File: config.mk
export PLATFORM = sky130hd
export DESIGN_NAME = dsp_mac_engine
export DESIGN_NICKNAME = d
export VERILOG_FILES = /design/src/rtl/dsp_mac_pkg.sv /design/src/rtl/dsp_mac_mult.sv /design/src/rtl/dsp_mac_addsat.sv /design/src/rtl/dsp_mac_round.sv /design/src/rtl/dsp_mac_engine.sv
export SDC_FILE = /design/constraint.sdc
export NUM_CORES = 1
export LEC_CHECK = 0
export ABC_AREA = 1
export BUFFER_PORTS_ARGS = -buffer_cell sky130_fd_sc_hd__buf_2
export CAP_MARGIN = 20
export CORE_ASPECT_RATIO = 1.2
export CORE_UTILIZATION = 47
export DETAILED_ROUTE_END_ITERATION = 8
export SLEW_MARGIN = 20
export SYNTH_ARGS = -nofsm -noshare
export SYNTH_HDL_FRONTEND = slang
export SYNTH_SLANG_ARGS = --single-unit
export TNS_END_PERCENT = 5
File: constraint.sdc
create_clock -name clk -period 13.9 [get_ports clk]
set_input_delay 1.39 -clock clk [delete_from_list [all_inputs] [get_ports clk]]
set_output_delay 1.39 -clock clk [all_outputs]
set_load 0.02 [all_outputs]
File: src/rtl/dsp_mac_pkg.sv
package dsp_mac_pkg;
  typedef enum logic [3:0] {
    OP_CLR    = 4'd0,
    OP_ED     = 4'd1,
    OP_EDAC   = 4'd2,
    OP_MAC    = 4'd3,
    OP_MSC    = 4'd4,
    OP_MPY    = 4'd5,
    OP_MPYN   = 4'd6,
    OP_HOLD   = 4'd7,
    OP_ADD    = 4'd8,
    OP_SUB    = 4'd9,
    OP_NEG    = 4'd10
  } dsp_op_e;
endpackage

File: src/rtl/dsp_mac_mult.sv
module dsp_mac_mult #(
  parameter int DATA_W = 16,
  parameter int ACC_W  = 40
) (
  input  logic [DATA_W-1:0] x,
  input  logic [DATA_W-1:0] y,
  input  logic              is_unsigned,
  input  logic              frac,
  input  logic              square,
  output logic [ACC_W-1:0]  term
);
  localparam int MW = DATA_W + 1;
  localparam int PW = 2 * MW;
  localparam int AW = PW + 1;

  logic signed [MW-1:0] ext_x, ext_y, diff, opa, opb;
  logic signed [PW-1:0] prod;
  logic [AW-1:0]        aligned;

  always_comb begin
    ext_x   = is_unsigned ? {1'b0, x} : {x[DATA_W-1], x};
    ext_y   = is_unsigned ? {1'b0, y} : {y[DATA_W-1], y};
    diff    = ext_x - ext_y;
    opa     = square ? diff : ext_x;
    opb     = square ? diff : ext_y;
    prod    = opa * opb;
    aligned = frac ? {prod, 1'b0} : {prod[PW-1], prod};
    term    = {{(ACC_W-AW){aligned[AW-1]}}, aligned};
  end
endmodule

File: src/rtl/dsp_mac_addsat.sv
module dsp_mac_addsat #(
  parameter int DATA_W = 16,
  parameter int ACC_W  = 40
) (
  input  logic [ACC_W-1:0] base,
  input  logic [ACC_W-1:0] addend,
  input  logic             negate,
  input  logic             sat_en,
  input  logic             sat_wide,
  output logic [ACC_W-1:0] result,
  output logic             ov32,
  output logic             clamped
);
  localparam int SW = ACC_W + 1;
  localparam logic signed [SW-1:0] NPOS = {{(SW-2*DATA_W+1){1'b0}}, {(2*DATA_W-1){1'b1}}};
  localparam logic signed [SW-1:0] NNEG = ~NPOS;
  localparam logic signed [SW-1:0] WPOS = {2'b00, {(ACC_W-1){1'b1}}};
  localparam logic signed [SW-1:0] WNEG = ~WPOS;

  logic signed [SW-1:0] eb, ea, sum, hi, lo;

  always_comb begin
    eb      = {base[ACC_W-1], base};
    ea      = {addend[ACC_W-1], addend};
    sum     = negate ? eb - ea : eb + ea;
    hi      = sat_wide ? WPOS : NPOS;
    lo      = sat_wide ? WNEG : NNEG;
    ov32    = (sum > NPOS) || (sum < NNEG);
    clamped = 1'b0;
    result  = sum[ACC_W-1:0];
    if (sat_en && sum > hi) begin
      result  = hi[ACC_W-1:0];
      clamped = 1'b1;
    end else if (sat_en && sum < lo) begin
      result  = lo[ACC_W-1:0];
      clamped = 1'b1;
    end
  end
endmodule

File: src/rtl/dsp_mac_round.sv
module dsp_mac_round #(
  parameter int DATA_W = 16,
  parameter int ACC_W  = 40
) (
  input  logic [ACC_W-1:0]  acc,
  input  logic              convergent,
  input  logic              clamp,
  output logic [DATA_W-1:0] word
);
  localparam int HW = ACC_W - DATA_W;
  localparam logic [DATA_W-1:0]  HALF = {1'b1, {(DATA_W-1){1'b0}}};
  localparam logic signed [HW:0] PLIM = {{(HW-DATA_W+2){1'b0}}, {(DATA_W-1){1'b1}}};
  localparam logic signed [HW:0] NLIM = ~PLIM;

  logic [HW-1:0]     hi;
  logic [DATA_W-1:0] lo;
  logic              inc;
  logic signed [HW:0] r;

  always_comb begin
    hi  = acc[ACC_W-1:DATA_W];
    lo  = acc[DATA_W-1:0];
    inc = convergent ? ((lo > HALF) || (lo == HALF && hi[0])) : lo[DATA_W-1];
    r   = {hi[HW-1], hi} + {{HW{1'b0}}, inc};
    if (clamp && r > PLIM)      word = PLIM[DATA_W-1:0];
    else if (clamp && r < NLIM) word = NLIM[DATA_W-1:0];
    else                        word = r[DATA_W-1:0];
  end
endmodule

File: src/rtl/dsp_mac_engine.sv
module dsp_mac_engine
  import dsp_mac_pkg::*;
#(
  parameter int DATA_W = 16,
  parameter int ACC_W  = 40
) (
  input  logic              clk,
  input  logic              rst,
  input  logic              in_valid,
  output logic              in_ready,
  input  logic [3:0]        in_op,
  input  logic              in_sel,
  input  logic [DATA_W-1:0] in_x,
  input  logic [DATA_W-1:0] in_y,
  input  logic              cfg_frac,
  input  logic              cfg_unsigned,
  input  logic              sat_en_a,
  input  logic              sat_en_b,
  input  logic              sat_wide,
  input  logic              rnd_convergent,
  input  logic              rd_sat_en,
  input  logic              rd_sel,
  output logic [DATA_W-1:0] rd_data,
  output logic [ACC_W-1:0]  acc_a,
  output logic [ACC_W-1:0]  acc_b,
  output logic [1:0]        acc_ov,
  output logic [1:0]        acc_sat
);
  localparam int NACC = 2;

  logic [ACC_W-1:0] acc_q [NACC];
  logic [NACC-1:0]  ov_q, sat_q;
  logic             rdy_q;

  dsp_op_e          op;
  logic             fire, writes, square, negate, sat_sel;
  logic [ACC_W-1:0] tgt, oth, base, addend, term, result;
  logic             ov32, clamped;

  assign op   = dsp_op_e'(in_op);
  assign fire = in_valid & rdy_q;
  assign tgt  = acc_q[in_sel];
  assign oth  = acc_q[~in_sel];
  assign sat_sel = in_sel ? sat_en_b : sat_en_a;

  always_comb begin
    writes = 1'b1;
    square = 1'b0;
    negate = 1'b0;
    base   = tgt;
    addend = term;
    unique case (op)
      OP_CLR:  begin base = '0; addend = '0; end
      OP_ED:   begin base = '0; square = 1'b1; end
      OP_EDAC: square = 1'b1;
      OP_MAC:  ;
      OP_MSC:  negate = 1'b1;
      OP_MPY:  base = '0;
      OP_MPYN: begin base = '0; negate = 1'b1; end
      OP_ADD:  addend = oth;
      OP_SUB:  begin addend = oth; negate = 1'b1; end
      OP_NEG:  begin base = '0; addend = tgt; negate = 1'b1; end
      default: writes = 1'b0;
    endcase
  end

  dsp_mac_mult #(.DATA_W(DATA_W), .ACC_W(ACC_W)) u_mult (
    .x(in_x), .y(in_y), .is_unsigned(cfg_unsigned), .frac(cfg_frac),
    .square(square), .term(term)
  );

  dsp_mac_addsat #(.DATA_W(DATA_W), .ACC_W(ACC_W)) u_addsat (
    .base(base), .addend(addend), .negate(negate), .sat_en(sat_sel),
    .sat_wide(sat_wide), .result(result), .ov32(ov32), .clamped(clamped)
  );

  always_ff @(posedge clk) begin
    if (rst) rdy_q <= 1'b0;
    else     rdy_q <= 1'b1;
  end

  for (genvar i = 0; i < NACC; i++) begin : g_acc
    logic hit;
    assign hit = fire && writes && (in_sel == 1'(i));
    always_ff @(posedge clk) begin
      if (rst) begin
        acc_q[i] <= '0;
        ov_q[i]  <= 1'b0;
        sat_q[i] <= 1'b0;
      end else if (hit) begin
        acc_q[i] <= result;
        ov_q[i]  <= ov32;
        sat_q[i] <= clamped;
      end
    end
  end

  dsp_mac_round #(.DATA_W(DATA_W), .ACC_W(ACC_W)) u_round (
    .acc(acc_q[rd_sel]), .convergent(rnd_convergent), .clamp(rd_sat_en),
    .word(rd_data)
  );

  assign in_ready = rdy_q;
  assign acc_a    = acc_q[0];
  assign acc_b    = acc_q[1];
  assign acc_ov   = ov_q;
  assign acc_sat  = sat_q;
endmodule

==> flow_summary_export.csv, run 1 <==
group,metric,value,unit
worst_setup_path,critPathLaunchType,"input port",
global_route,overflow,0,
worst_setup_path,cp_num_cells,81,
yosys,synth.avg_cell_area,6.973,um2
floorplanning,boundaryPins,149,
yosys,synth_top_area_share,26.36,%
global_route,grt_first_pass_wirelength,124.8,mm
route,dr.pass1.iters,5,
route,met3_length,3.344,mm
sta,fin_skew,0.007429,ns
route,drt_first_iter_violations,1429,
worst_setup_path,rrSetupSlack,6.46,ns
route,vias,23290,
worst_setup_path,crit_buf_inv,17,
yosys,synth_fp_nets,3763,
yosys,synth-seq-area-share,11.02,%
worst_setup_path,critical_path_class,"in2reg",
route,ant_nets,0,
sta,period_needed,13.74,ns
cts,root_buffer,"clkbuf_16",
floorplanning,core_area,47350,um2
sta,max_slew_margin,21.82,%
flow_run,drv_cap,0,
cells_and_area,drive_gt1_share,23.58,%
sta,fin_hold_ws,0.4546,ns
route,wire_per_inst,17.82,um
worst_setup_path,worst_path_max_delay_cell,"fa_1",
cells_and_area,utilization,61.06,%
cells_and_area,antenna_cells,0,
place,portBuffers,148,
floorplanning,die_h,242.8,um
cells_and_area,final_nets,4297,
route,drt-met1-wl,30.63,mm
yosys,ys.flop_type,"edfxtp_1",
yosys,yosysMostFrequentCell,"nand2_1",
worst_setup_path,worstPathArrival,13.83,ns
yosys,synth.cell_area,22710,um2
floorplanning,die_w,202.6,um
place,placedCellCount,4346,
yosys,netlist_top_cells_count,"nand2_1 (717), inv_1 (675), nor2_1 (402)",
yosys,synth-seq-cells,85,
yosys,async_flop_share,0,%
sta,finalCritPeriodShare,98.83,%
worst_setup_path,reg2reg_depth,46,
sta,rsz0062_at_grt,"true",
cts,ctsHtreeMaxLevel,3,
route,drc,0,
global_route,antenna_found_initial,0,
sta,tightest_slew,1.165,ns
worst_setup_path,cpMostUsedCell,"nand2_1",
status,status,"finished, final reports clean",
global_route,grtUsageTotal,32.19,%
worst_setup_path,end_kind,"flip-flop",
cts,cts_sinks,85,
yosys,synth-edff-count,80,
cts,clk_latency,0.36,ns
sta,slew_viol_final,0,
sta,setup_tns,0,ns
floorplanning,rows,87,
cts,cts_hold_buf,0,
route,route.met2.wl,40.03,mm
route,wl,78.72,mm
worst_hold_path,whs_path_depth,2,
floorplanning,initial_core_util,47.95,%
cts,cts-buffers-inserted,9,
yosys,synth.distinct_cells,66,
global_route,grt_pass1_vias,23860,
worst_setup_path,critPathMaxFanout,12,
cts,clkSlewWorstSetupHoldPaths,0.07,ns
cts,cts_tree,"done",
worst_setup_path,cpPeakStageDelay,0.59,ns
cells_and_area,area_growth_syn_to_layout,27.33,%
sta,fmax,0.07279,GHz
floorplanning,die_area,49200,um2
place,place_hpwl,65.34,mm
route,via_per_inst,5.271,
worst_setup_path,critPathTopFamily,"adder cells",
cells_and_area,stdcell_count,4418,
sta,hold_violations,0,
yosys,synthCells,3256,
global_route,grt_max_degree,104,
worst_hold_path,min_path_type,"reg2reg",
place,place.gp.congestion,0.9877,
sta,setup_violations,0,
yosys,synth.area.top_cells,"fa_1 (26%), nand2_1 (12%), inv_1 (11%), edfxtp_1 (11%), ha_1 (8.8%)",
route,top_layer,"met4",
cts,clockBufferDepth,2,
yosys,yosys_warnings,0,
yosys,yosysTopAreaCell,"fa_1",
worst_setup_path,worstPathRequired,13.99,ns
-- cells by family after synthesis --
family / share of synthesized area (%)
compound gates: 12.18
xor+xnor: 4.050
fa+ha+maj: 35.18
buf+inv: 13.28
flops: 11.02
mux: 0.04409
simple gates: 24.24
-- routing by layer --
layer  vias to the layer above  GRT usage, %
met5                         -             0
met4                         0         16.83
met3                       222         2.645
met2                       707         58.01
met1                     11170         37.85
li1                      11190             -
-- cell type report --
class                           count  area, um2
Fill cell                        4447      18440
Tap cell                          623      779.5
Clock buffer                       10      229.0
Timing Repair Buffer              617       4559
Clock inverter                      6      53.80
Sequential cell                    85       2502
Inverter                          691       2605
Multi-Input combinational cell   2386      18180
-- sequential cells by signal, summed over array words and instances (netlist names) --
register	flops
acc_q	80
acc_ov	2
acc_sat	2
in_ready	1
-- cell usage in the layout (no fill, tap or decap), types with 13 or more instances in the layout --
cell type  Yosys  layout
a21oi_1      192     158
a21oi_2       11      43
buf_12         0      13
buf_2         35     146
buf_4          4     436
buf_6          1      18
edfxtp_1      80      80
fa_1         299     294
ha_1         160     138
ha_4           0      19
inv_1        675     653
inv_2          9      29
nand2_1      717     679
nand2_2        3      33
nand3_1      112     107
nand4_1       35      35
nor2_1       402     359
nor2_2         4      36
nor3_1        23      16
o211ai_1      15      15
o21ai_0      149     121
o21ai_1       21      36
o21bai_1      15      15
xnor2_1       31      29
xor2_1        74      73
-- worst paths after layout --
check               from            to
max              in_x[0]  acc_q[1][12]
min            acc_ov[0]     acc_ov[0]
max reg2reg  acc_q[1][4]  acc_q[1][12]
min reg2reg    acc_ov[0]     acc_ov[0]
-- worst reg2reg max path, delay by kind of cell, from the launching register on --
family	cells	cell delay (ns)
buffers and inverters	8	0.85
adder cells (fa/ha/maj)	2	0.59
XOR/XNOR	2	0.39
AO/OA/AOI/OAI	9	1.84
AND/OR/NAND/NOR	25	3.04
flip-flops	1	0.45
-- stage by stage --
step                      setup slack, ns  area, um2
after floorplan                    0.9696      22710
after global placement            -0.8495      27030
after detailed placement           -1.011      27030
after CTS                        0.003655      27660
after global routing              -0.6390      28910
final                              0.1625      28910
-- repair_timing --
action | CTS | global route
resized for setup | 56 | 238
endpoints found under the setup margin | 82 | 82
pin swaps | 14 | 130
gates cloned | 2 | 3
buffers inserted | 14 | 37
Power of run 1 is left out: the tool's default activity adds up to more than one toggle a clock period on the data nets, which glitch-free logic cannot reach.
==> run 2, diff against run 1 <==
==> constraint.sdc (replaced) <==
create_clock -name clk -period 17 [get_ports clk]
set_input_delay 1.7 -clock clk [delete_from_list [all_inputs] [get_ports clk]]
set_output_delay 1.7 -clock clk [all_outputs]
set_load 0.02 [all_outputs]
==> flow_summary_export.csv, run 2 (synthesis results as in run 1) <==
group,metric,value,unit
worst_setup_path,critPathLaunchType,"input port",
global_route,antenna_found_initial,0,
cells_and_area,drive_gt1_share,7.875,%
floorplanning,initial_core_util,47.95,%
cells_and_area,largest_register_ffs,80,
cells_and_area,antenna_cells,0,
global_route,overflow,0,
cells_and_area,area_growth_syn_to_layout,7.599,%
cells_and_area,regMostFlops,"acc_q",
worst_setup_path,worstPathRequired,17.10,ns
sta,max_slew_margin,27.30,%
worst_setup_path,cpPeakStageDelay,0.69,ns
route,wl,74.44,mm
sta,fin_skew,0.01843,ns
cells_and_area,final_nets,3867,
worst_setup_path,worst_path_max_delay_cell,"o311ai_0",
global_route,grt_first_pass_wirelength,120.0,mm
floorplanning,die_area,49200,um2
cts,cts-buffers-inserted,9,
floorplanning,die_h,242.8,um
sta,setup_tns,0,ns
global_route,grtUsageTotal,31.12,%
route,drc,0,
route,dr.pass1.iters,5,
cells_and_area,mostFrequentLayoutCells,"nand2_1 (715), inv_1 (674), nor2_1 (401)",
sta,finalCritPeriodShare,93.72,%
cts,cts_sinks,85,
route,ant_nets,0,
worst_setup_path,cpMostUsedCell,"nand2_1",
floorplanning,rows,87,
worst_hold_path,min_path_type,"reg2reg",
sta,period_needed,15.93,ns
sta,hold_violations,0,
worst_setup_path,worstPathArrival,16.03,ns
status,status,"finished, final reports clean",
cts,clkSlewWorstSetupHoldPaths,0.07,ns
floorplanning,boundaryPins,149,
cts,clk_latency,0.37,ns
worst_setup_path,end_kind,"flip-flop",
sta,fmax,0.06277,GHz
route,wire_per_inst,18.67,um
cts,root_buffer,"clkbuf_16",
place,place_hpwl,62.65,mm
cts,cts_resized,0,
cts,cts_setup_buffers,0,
worst_setup_path,critical_path_class,"in2reg",
sta,tightest_slew,1.090,ns
global_route,grt_pass1_vias,22320,
flow_run,drv_cap,0,
cts,cts_tree,"done",
place,portBuffers,148,
cts,ctsHtreeMaxLevel,3,
global_route,grt_max_degree,112,
route,via_per_inst,5.397,
place,place.gp.congestion,0.9674,
floorplanning,die_w,202.6,um
sta,setup_violations,0,
worst_setup_path,critPathMaxFanout,61,
cts,cts_hold_buf,0,
route,vias,21530,
cells_and_area,final_common_cell,"nand2_1",
route,drt_first_iter_violations,1408,
cts,clockBufferDepth,2,
sta,slew_viol_final,0,
floorplanning,core_area,47350,um2
sta,rsz0062_at_grt,"false",
## run 2: final timing paths
check                                 start  slack (ns)      endpoint  cells after the start
worst max-delay path                in_x[0]        1.07  acc_q[0][22]                     77
worst min-delay path             acc_sat[0]        0.46    acc_sat[0]                      2
worst max register to register  acc_q[1][1]        8.83  acc_q[0][22]                     46
worst min register to register   acc_sat[0]        0.46    acc_sat[0]                      2
## run 2: area by class of cell
class                           instances  area, um2
Fill cell                            4916      22920
Sequential cell                        85       2502
Clock inverter                          6      46.29
Clock buffer                           10      229.0
Timing Repair Buffer                  187       1061
Multi-Input combinational cell       2386      17220
Tap cell                              623      779.5
Inverter                              691       2596
## run 2: worst max-delay path, delay by kind of cell
family | cells | cell delay, ns
buf+inv | 13 | 1.46
compound gates | 13 | 2.63
xor+xnor | 3 | 0.60
fa+ha+maj | 11 | 4.89
simple gates | 37 | 4.69
## run 2: metal layers
| layer | vias up | wire (um) | global-route usage [%] |
|---|---|---|---|
| met5 | - | 0 | 0 |
| li1 | 10320 | - | - |
| met4 | 0 | 3849 | 15.15 |
| met2 | 694 | 37560 | 55.61 |
| met1 | 10350 | 29520 | 38.03 |
| met3 | 153 | 3508 | 1.598 |
## run 2: stage by stage
step	std cells	cell area, um2	utilization [%]	hold slack (ns)	setup WS, ns
6_report	3988	24430	51.59	0.4603	1.068
5_1_grt	3988	24430	51.59	0.4880	0.004491
4_1_cts	3988	24420	51.57	0.4669	1.030
3_5_place_dp	3972	24150	50.99	0.4568	0.7186
3_3_place_gp	3971	24130	50.95	0.4499	0.8703
2_1_floorplan	3256	22710	-	0.5311	3.760
Power of run 2 is left out for the same reason.
==> run 3, diff against run 2 <==
--- a/config.mk
+++ b/config.mk
@@ -11,6 +11,7 @@
 export CORE_ASPECT_RATIO = 1.2
 export CORE_UTILIZATION = 47
 export DETAILED_ROUTE_END_ITERATION = 8
+export PLACE_DENSITY = 0.76
 export SLEW_MARGIN = 20
 export SYNTH_ARGS = -nofsm -noshare
 export SYNTH_HDL_FRONTEND = slang
==> flow_summary_export.csv, run 3 (synthesis results as in run 1) <==
group,metric,value,unit
status,status,"finished, final reports clean",
cells_and_area,stdcell_count,3979,
route,dr.pass1.iters,5,
cts,cts-buffers-inserted,9,
worst_setup_path,worstSetupStartpoint,"in_x[0]",
route,via_per_inst,5.468,
sta,period_needed,15.92,ns
worst_setup_path,worstSetupEndpoint,"acc_q[1][22]",
cells_and_area,largest_register_ffs,80,
cells_and_area,utilization,51.43,%
cts,ctsHtreeMaxLevel,3,
global_route,grt_max_degree,98,
cells_and_area,final_nets,3858,
cts,clk_latency,0.36,ns
cts,clockBufferDepth,2,
place,portBuffers,148,
worst_setup_path,r2r-start,"acc_q[0][1]",
sta,tightest_slew,1.180,ns
cells_and_area,final_cell_area,24350,um2
place,placedCellCount,3962,
floorplanning,die_area,49200,um2
worst_setup_path,rrSetupSlack,9.00,ns
cells_and_area,drive_gt1_share,7.449,%
global_route,grt_first_pass_wirelength,113.0,mm
worst_setup_path,worst_path_max_delay_cell,"clkinv_1",
worst_hold_path,min_path_type,"reg2reg",
cells_and_area,regMostFlops,"acc_q",
worst_setup_path,cpPeakStageDelay,0.66,ns
sta,setup_tns,0,ns
place,place_hpwl,58.39,mm
cts,clkSlewWorstSetupHoldPaths,0.06,ns
cts,root_buffer,"clkbuf_16",
floorplanning,die_w,202.6,um
worst_setup_path,critPathMaxFanout,71,
cells_and_area,mostFrequentLayoutCells,"nand2_1 (715), inv_1 (675), nor2_1 (401)",
global_route,antenna_found_initial,1,
cts,cts_hold_buf,0,
worst_setup_path,reg2reg_depth,49,
worst_setup_path,worstPathRequired,17.08,ns
sta,fin_skew,0.01281,ns
worst_setup_path,critPathLaunchType,"input port",
worst_setup_path,worstPathArrival,16.00,ns
flow_run,drv_cap,0,
sta,hold_violations,0,
cts,cts_tree,"done",
route,drc,0,
worst_setup_path,critical_path_class,"in2reg",
floorplanning,core_area,47350,um2
floorplanning,initial_core_util,47.95,%
route,wire_per_inst,17.53,um
worst_setup_path,end_kind,"flip-flop",
route,ant_nets,0,
route,drt_first_iter_violations,1637,
route,vias,21760,
floorplanning,boundaryPins,149,
floorplanning,die_h,242.8,um
global_route,grt_pass1_vias,21610,
sta,fmax,0.06283,GHz
sta,setup_violations,0,
sta,rsz0062_at_grt,"false",
cells_and_area,final_common_cell,"nand2_1",
global_route,grtUsageTotal,28.87,%
place,place.gp.congestion,1.032,
floorplanning,rows,87,
sta,slew_viol_final,0,
cts,cts_setup_buffers,0,
worst_hold_path,hp-start,"acc_ov[0]",
sta,finalCritPeriodShare,93.63,%
cells_and_area,antenna_cells,0,
cts,cts_resized,0,
sta,max_slew_margin,20.83,%
place,postPlaceCellArea,24050,um2
worst_setup_path,cpMostUsedCell,"nand2_1",
global_route,overflow,0,
route,wl,69.76,mm
cells_and_area,area_growth_syn_to_layout,7.263,%
worst_setup_path,timing.rr.end,"acc_q[1][22]",
cts,cts_sinks,85,
==> run 3: changes by cell type in the layout (fill, tap and decap cells not counted), moves of 2 or more <==
cell	before	now
o21ai_1	20	24
o21ai_2	5	2
buf_4	38	29
inv_6	2	0
clkbuf_1	1	3
==> run 3: critical path: cells and delay by family <==
family | cells | cell delay (ns)
adder cells (fa/ha/maj) | 11 | 4.39
AND/OR/NAND/NOR | 32 | 4.34
AO/OA/AOI/OAI | 14 | 2.82
buffers and inverters | 12 | 1.72
XOR/XNOR | 4 | 1.00
==> run 3: how the worst min path moves through the flow <==
stage,to,slack [ns],cells after the start
after CTS,acc_sat[0],0.47,2
after global placement,acc_sat[0],0.45,2
final,acc_ov[0],0.46,2
after floorplan,acc_sat[0],0.53,2
after global routing,acc_ov[0],0.50,2
after detailed placement,acc_ov[0],0.46,2
==> run 3: area by class of cell <==
cell class                      count  area (um2)
Fill cell                        4769       23000
Multi-Input combinational cell   2386       17200
Inverter                          691        2596
Sequential cell                    85        2502
Timing Repair Buffer              178       993.5
Tap cell                          623       779.5
Clock buffer                       12       236.5
Clock inverter                      4       51.30
==> run 3: per-stage QoR <==
stage | setup WS (ns) | hold slack [ns]
floorplan | 3.760 | 0.5311
global route | 0.1670 | 0.4958
detailed placement | 1.070 | 0.4554
finish | 1.083 | 0.4632
CTS | 1.357 | 0.4662
global placement | 1.082 | 0.4529
==> run 3: layer usage <==
layer	track usage (%)	routed length, um	share of wire (%)
met4	13.53	3469	5.0
met1	36.43	27370	39
met5	0	10	0.014
met3	2.793	4967	7.1
met2	49.53	33930	49
Power of run 3 is left out for the same reason.
